===== config.mk =====
export PLATFORM = sky130hd
export DESIGN_NAME = sar_conv_ctrl
export DESIGN_NICKNAME = d
export VERILOG_FILES = /design/src/rtl/sar_pkg.sv /design/src/rtl/sar_clkdiv.sv /design/src/rtl/sar_search.sv /design/src/rtl/sar_result.sv /design/src/rtl/sar_conv_ctrl.sv
export SDC_FILE = /design/constraint.sdc
export NUM_CORES = 1
export LEC_CHECK = 0
export ABC_AREA = 1
export CORE_MARGIN = 4
export CORE_UTILIZATION = 40
export CTS_CLUSTER_SIZE = 16
export DETAILED_ROUTE_END_ITERATION = 16
export DONT_BUFFER_PORTS = 1
export HOLD_SLACK_MARGIN = 0.05
export MAX_ROUTING_LAYER = met4
export PLACE_DENSITY = 0.56
export SETUP_SLACK_MARGIN = 0.15
export SYNTH_ARGS = -nofsm -noshare
export SYNTH_HDL_FRONTEND = slang
export SYNTH_SLANG_ARGS = --single-unit
export TNS_END_PERCENT = 20

===== constraint.sdc =====
create_clock -name clk -period 4.3 [get_ports clk]
set_input_delay 0 -clock clk [delete_from_list [all_inputs] [get_ports clk]]
set_output_delay 0 -clock clk [all_outputs]
set_load 0.1 [all_outputs]

===== src/rtl/sar_pkg.sv =====
package sar_pkg;

    typedef enum logic [1:0] {
        ST_IDLE   = 2'd0,
        ST_SAMPLE = 2'd1,
        ST_SEARCH = 2'd2
    } sar_state_e;

    localparam int unsigned DIV_CNT_W = 2;

    // terminal count of the divider: period = limit + 1 clocks
    function automatic logic [DIV_CNT_W-1:0] div_limit(input logic fast);
        return fast ? DIV_CNT_W'(1) : DIV_CNT_W'(3);
    endfunction

endpackage


===== src/rtl/sar_clkdiv.sv =====
module sar_clkdiv
    import sar_pkg::*;
(
    input  logic clk,
    input  logic rst,
    input  logic en,
    input  logic fast,
    input  logic clr,
    output logic tick
);

    logic [DIV_CNT_W-1:0] cnt_q;
    logic [DIV_CNT_W-1:0] lim;

    assign lim  = div_limit(fast);
    assign tick = en && (cnt_q >= lim);

    always_ff @(posedge clk) begin
        if (rst || !en || clr) begin
            cnt_q <= '0;
        end else if (tick) begin
            cnt_q <= '0;
        end else begin
            cnt_q <= cnt_q + 1'b1;
        end
    end

    // a tick never lasts two clocks, so the period is at least two
    p_tick_gap_r4: assert property (@(posedge clk) disable iff (rst)
        tick |=> !tick);

endmodule


===== src/rtl/sar_search.sv =====
module sar_search
    import sar_pkg::*;
#(
    parameter int unsigned RES_W       = 10,
    parameter int unsigned SAMPLE_CLKS = 3,
    parameter int unsigned CH_W        = 3
) (
    input  logic             clk,
    input  logic             rst,
    input  logic             en,
    input  logic             start,
    input  logic [CH_W-1:0]  ch_req,
    input  logic             tick,
    input  logic             cmp,
    output logic             accept,
    output logic             busy,
    output logic             sample,
    output logic [CH_W-1:0]  ch_sel,
    output logic [RES_W-1:0] trial,
    output logic             done,
    output logic [RES_W-1:0] code
);

    localparam int unsigned IDX_W = (RES_W > 1) ? $clog2(RES_W) : 1;
    localparam int unsigned SMP_W = $clog2(SAMPLE_CLKS + 1);
    localparam logic [RES_W-1:0] MSB_ONLY = {1'b1, {(RES_W-1){1'b0}}};

    sar_state_e        state_q;
    logic [IDX_W-1:0]  idx_q;
    logic [SMP_W-1:0]  smp_q;
    logic [RES_W-1:0]  next_trial;

    assign accept = start && en && (state_q == ST_IDLE);
    assign busy   = (state_q != ST_IDLE);
    assign sample = (state_q == ST_SAMPLE) && en;
    assign done   = (state_q == ST_SEARCH) && tick && (idx_q == '0);
    assign code   = next_trial;

    // decide the bit under trial, then raise the one below it
    always_comb begin
        next_trial        = trial;
        next_trial[idx_q] = cmp;
        if (idx_q != '0) begin
            next_trial[IDX_W'(idx_q - 1'b1)] = 1'b1;
        end
    end

    always_ff @(posedge clk) begin
        if (rst) begin
            state_q <= ST_IDLE;
            idx_q   <= '0;
            smp_q   <= '0;
            ch_sel  <= '0;
            trial   <= '0;
        end else begin
            unique case (state_q)
                ST_IDLE: begin
                    if (accept) begin
                        state_q <= ST_SAMPLE;
                        smp_q   <= '0;
                        ch_sel  <= ch_req;
                        trial   <= MSB_ONLY;
                        idx_q   <= IDX_W'(RES_W - 1);
                    end
                end
                ST_SAMPLE: begin
                    if (tick) begin
                        if (smp_q == SMP_W'(SAMPLE_CLKS - 1)) begin
                            state_q <= ST_SEARCH;
                            idx_q   <= IDX_W'(RES_W - 1);
                        end else begin
                            smp_q <= smp_q + 1'b1;
                        end
                    end
                end
                ST_SEARCH: begin
                    if (tick) begin
                        trial <= next_trial;
                        if (idx_q == '0) begin
                            state_q <= ST_IDLE;
                        end else begin
                            idx_q <= idx_q - 1'b1;
                        end
                    end
                end
                default: state_q <= ST_IDLE;
            endcase
        end
    end

    // a fresh conversion presents half scale first
    p_msb_first_r2: assert property (@(posedge clk) disable iff (rst)
        accept |=> (trial == MSB_ONLY) && busy);

    // the switch is only ever closed inside a conversion
    p_sample_in_busy_r3: assert property (@(posedge clk) disable iff (rst)
        sample |-> busy);

    // a request during a conversion leaves the channel alone
    p_ch_hold_r9: assert property (@(posedge clk) disable iff (rst)
        (busy && start) |=> $stable(ch_sel));

    // the last decision returns the sequencer to idle
    p_done_idle_r6: assert property (@(posedge clk) disable iff (rst)
        done |=> !busy);

endmodule


===== src/rtl/sar_result.sv =====
module sar_result #(
    parameter int unsigned RES_W = 10,
    parameter int unsigned LO_W  = 2
) (
    input  logic                  clk,
    input  logic                  rst,
    input  logic                  done,
    input  logic [RES_W-1:0]      code,
    input  logic                  accept,
    input  logic                  hi_rd,
    output logic                  eoc,
    output logic [RES_W-LO_W-1:0] data_hi,
    output logic [LO_W-1:0]       data_lo
);

    logic [RES_W-1:0] res_q;

    always_ff @(posedge clk) begin
        if (rst) begin
            res_q <= '0;
            eoc   <= 1'b0;
        end else begin
            if (done) begin
                res_q <= code;
            end
            // completion outranks a coincident clear
            if (done) begin
                eoc <= 1'b1;
            end else if (accept || hi_rd) begin
                eoc <= 1'b0;
            end
        end
    end

    assign data_hi = res_q[RES_W-1:LO_W];
    assign data_lo = res_q[LO_W-1:0];

    // completion sets the flag even against a read
    p_eoc_priority_r8: assert property (@(posedge clk) disable iff (rst)
        done |=> eoc);

    // a read outside completion clears the flag
    p_eoc_clear_r8: assert property (@(posedge clk) disable iff (rst)
        (hi_rd && !done) |=> !eoc);

endmodule


===== src/rtl/sar_conv_ctrl.sv =====
module sar_conv_ctrl
    import sar_pkg::*;
#(
    parameter int unsigned RES_W       = 10,
    parameter int unsigned LO_W        = 2,
    parameter int unsigned SAMPLE_CLKS = 3,
    parameter int unsigned CH_W        = 3
) (
    input  logic                  clk,
    input  logic                  rst,
    input  logic                  en_i,
    input  logic                  fast_i,
    input  logic                  start_i,
    input  logic [CH_W-1:0]       ch_req_i,
    input  logic                  cmp_i,
    input  logic                  hi_rd_i,
    output logic [CH_W-1:0]       ch_sel_o,
    output logic                  sample_o,
    output logic [RES_W-1:0]      trial_o,
    output logic                  busy_o,
    output logic                  eoc_o,
    output logic [RES_W-LO_W-1:0] data_hi_o,
    output logic [LO_W-1:0]       data_lo_o
);

    logic             tick;
    logic             accept;
    logic             done;
    logic [RES_W-1:0] code;

    sar_clkdiv u_div (
        .clk  (clk),
        .rst  (rst),
        .en   (en_i),
        .fast (fast_i),
        .clr  (accept),
        .tick (tick)
    );

    sar_search #(
        .RES_W       (RES_W),
        .SAMPLE_CLKS (SAMPLE_CLKS),
        .CH_W        (CH_W)
    ) u_seq (
        .clk    (clk),
        .rst    (rst),
        .en     (en_i),
        .start  (start_i),
        .ch_req (ch_req_i),
        .tick   (tick),
        .cmp    (cmp_i),
        .accept (accept),
        .busy   (busy_o),
        .sample (sample_o),
        .ch_sel (ch_sel_o),
        .trial  (trial_o),
        .done   (done),
        .code   (code)
    );

    sar_result #(
        .RES_W (RES_W),
        .LO_W  (LO_W)
    ) u_res (
        .clk     (clk),
        .rst     (rst),
        .done    (done),
        .code    (code),
        .accept  (accept),
        .hi_rd   (hi_rd_i),
        .eoc     (eoc_o),
        .data_hi (data_hi_o),
        .data_lo (data_lo_o)
    );

    // a disabled, idle converter stays idle
    p_off_idle_r10: assert property (@(posedge clk) disable iff (rst)
        (!en_i && !busy_o) |=> !busy_o);

    // leaving a conversion always leaves the flag raised
    p_end_flag_r6: assert property (@(posedge clk) disable iff (rst)
        $fell(busy_o) |-> eoc_o);

endmodule


==> impl_results.md <==
* Run status: completed
* Die Height at ~76 um
* EDFF count, synth at 0
* Setup bufs post-CTS at 0
* Post-Syn Area per Cell at just under 7 sq um
* Reg2reg end: u_seq.trial[4]$_SDFFE_PP0P_
* CTS tree: yes
* H-tree levels at 2
* Initial antenna violation count at 0
* Met3 routed WL at 227 um
* Fin Hold WS at about 0.12 ns
* Worst r2r path cells at 9
* Start of the worst register-to-register path: u_seq.idx_q[0]$_SDFFE_PP0P_
* DR WL met2 at ~1.8 mm
* Syn_nets at ~290
* Clk buf depth at 2
* Placed instance area at 1860 sq um
* Filler cells at about 450
* HP Class: in -> reg
* Top post-synthesis cells by area: dfxtp_1, nand2_1, nor2_1
* Crit path kind: reg -> reg
* DR DRC count at 0
* Final setup violation count at 0
* Critical Path RT at 4.51 ns
* Detail Route Antenna Nets at 0
* Final period utilization at 41.5%
* Synth warn at 0
* FF+latch count, synth at 34
* Max VDD drop at 0.166 mV
* Clock-pin slew of the registers on the worst-case setup and hold paths at ~0.07 ns
* Post-cts sizing count at 0
* IO Pins at 36
* Top-area cell type share of the netlist area at 37.2%
* Sum Neg Setup Slack at 0 ns
* RSZ-0062 raised after global routing: false
* Share of layout cells above drive strength 1 at between 8 and 9%
* # diodes at 0
* Crit path launch: u_seq.idx_q[0]$_SDFFE_PP0P_
* Largest net degree at the start of global routing at 22
* Met1 Wirelength at 1.98 mm
* Top routing layer used: met4
* Most frequent cells in the layout: nand2_1, nor2_1, dfxtp_1, o21ai_0, inv_1
* Pwr Total at roughly 1.1 mW
* Final Cell Area at approximately 2000 sq um
* Clock sinks at 34
* Layout Nets at just under 300
* Post-CTS Hold Buffers at 6
* Most used flip-flop cell after synthesis: dfxtp_1
* Total gr overflow at 0
* Hold Violations, Final at 0
* Max_slew headroom at between 20% and 30%
* Slew Limit Fails at 0
* Dpl hpwl at between 3 and 4 mm
* Arrival time at the worst endpoint at between 1.5 and 2 ns
* Crit path time final at about 1.8 ns
* Crit. End Element: flop
* Vias/cell at just under 5
* CTS Buf Count at 5
* Die ar. at 5730 sq um
* Clk_lat worst skew at 0.28 ns
* Power per cell area at roughly 560 nW/um^2
* Drt first pass iters at 4
* Post-Route WL at ~4 mm
* CP Launch Type: flop
* WL/cell at 12.5 um
* DR iter-0 viols at 70
* Max Cap Viol at 0
* Area grow syn2layout at 9.02%
* Die X at roughly 76 um
* CTS root buf: clkbuf_8
* Tightest Pin Transition at 1.06 ns
* Leak at roughly 0.86 nW
* Most common cell after layout, fill and taps aside: nand2_1
* Hold Crit Endpoint: u_seq.smp_q[0]$_SDFFE_PP0P_
* First-pass GRT wire length at a little under 7 mm
* GP Congestion at ~0.84
* Count of cell types in the netlist at 28
* Worst-path maximum fanout at 8
* Synthesized area at around 1800 sq um
* Core footprint at around 4400 sq um
* Worst hold stages at 6
* Buffers on Ports at 0
* Post-Synthesis Cells at approximately 270
* Largest area contributor in the netlist: dfxtp_1
* Max Fclk at 560 MHz
* Flop-to-flop setup slack at about 2.5 ns
* Starting Density at 41.8%
* Gr usage total at 15.9%
* Row count at 24
* Number of global-route vias before repair at 1524
* Clk_skew at roughly 0.0055 ns
* FFs w/ async S/R, synth at 0%
* Hold_sp: en_i
* Sequential fraction of the synthesis area at a little under two fifths
* Via count at between 1500 and 2000
[metrics by stage]
step                      setup WS, ns  util (%)  std cells
after global routing              2.35      45.5        328
final                             2.51      45.5        328
after detailed placement          2.55      42.4        315
after CTS                         2.49      45.5        328
after floorplan                   2.52         -        269
after global placement            2.59      42.4        315
[where the power goes]
group / switching, mW / internal, mW / total, mW / leakage, nW
registers: 0.107 / 0.347 / 0.454 / 0.276
logic: 0.326 / 0.132 / 0.457 / 0.540
clock network: 0.109 / 0.108 / 0.217 / 0.0438
total: 0.541 / 0.587 / 1.13 / 0.860
[final cells by class]
class / instances / area (sq um) / area share [%]
flip-flops and latches: 34 / 681 / 34.1
inverters: 28 / 108 / 5.39
multi-input cells: 201 / 1000 / 50.3
repair buffers: 6 / 60.1 / 3.01
clock buffers: 5 / 68.8 / 3.45
well taps: 52 / 65.1 / 3.26
clock inverters: 2 / 10.0 / 0.501
[critical path: stages (launching register included)]
cell and delay, ns:
dfxtp_1 0.46, inv_1 0.12, ha_1 0.25, nand2_1 0.08, nand2_1 0.11, inv_1 0.11
nand3_2 0.11, o21bai_1 0.25, nand2_1 0.10, a21oi_1 0.13
[routing by layer]
layer / track usage, % / vias to the layer above
li1: - / 874
met5: - / -
met1: 19.7 / 707
met2: 24.4 / 40
met3: 3.69 / 8
met4: 6.99 / 0
[worst max-delay path by stage]
| stage | endpoint | slack [ns] | cells after the start |
|---|---|---|---|
| 3_3_place_gp | u_seq.trial[4]$_SDFFE_PP0P_ | 2.59 | 9 |
| 5_1_grt | u_seq.trial[2]$_SDFFE_PP0P_ | 2.35 | 9 |
| 3_5_place_dp | u_seq.trial[4]$_SDFFE_PP0P_ | 2.55 | 9 |
| 6_report | u_seq.trial[4]$_SDFFE_PP0P_ | 2.51 | 9 |
| 4_1_cts | sample_o | 2.49 | 2 |
| 2_1_floorplan | sample_o | 2.52 | 3 |
[sequential cells by signal (all words and copies together), names as in the netlist]
signal and cells:
u_seq.idx_q 4, u_seq.smp_q 2, u_seq.trial 10, u_res.eoc 1, u_seq.state_q 2, u_seq.ch_sel 3
u_res.res_q 10, u_div.cnt_q 2
[logic make-up (layout without fill, tap and decap cells)]
group / after synthesis / after routing / share of synthesized area (%)
and+or+nand+nor: 136 / 136 / 31.9
AOI/OAI and AO/OA: 55 / 55 / 16.2
DFF: 34 / 34 / 37.2
buffers and inverters: 34 / 41 / 8.13
adders and majority gates: 9 / 9 / 6.15
xor gates and xnor gates: 1 / 1 / 0.478
[synthesized netlist by cell type (2+ instances only)]
cell / number
a21oi_1: 16
buf_6: 2
clkbuf_1: 2
dfxtp_1: 34
ha_1: 9
inv_1: 22
inv_2: 4
nand2_1: 67
nand2_2: 2
nand3_1: 13
nand3_2: 2
nand3b_1: 2
nand4_1: 2
nor2_1: 40
nor2_2: 3
nor2_4: 2
nor3_1: 2
o211ai_1: 2
o21ai_0: 30
o21bai_1: 5
Note: power is estimated with default switching activity, not from simulation.
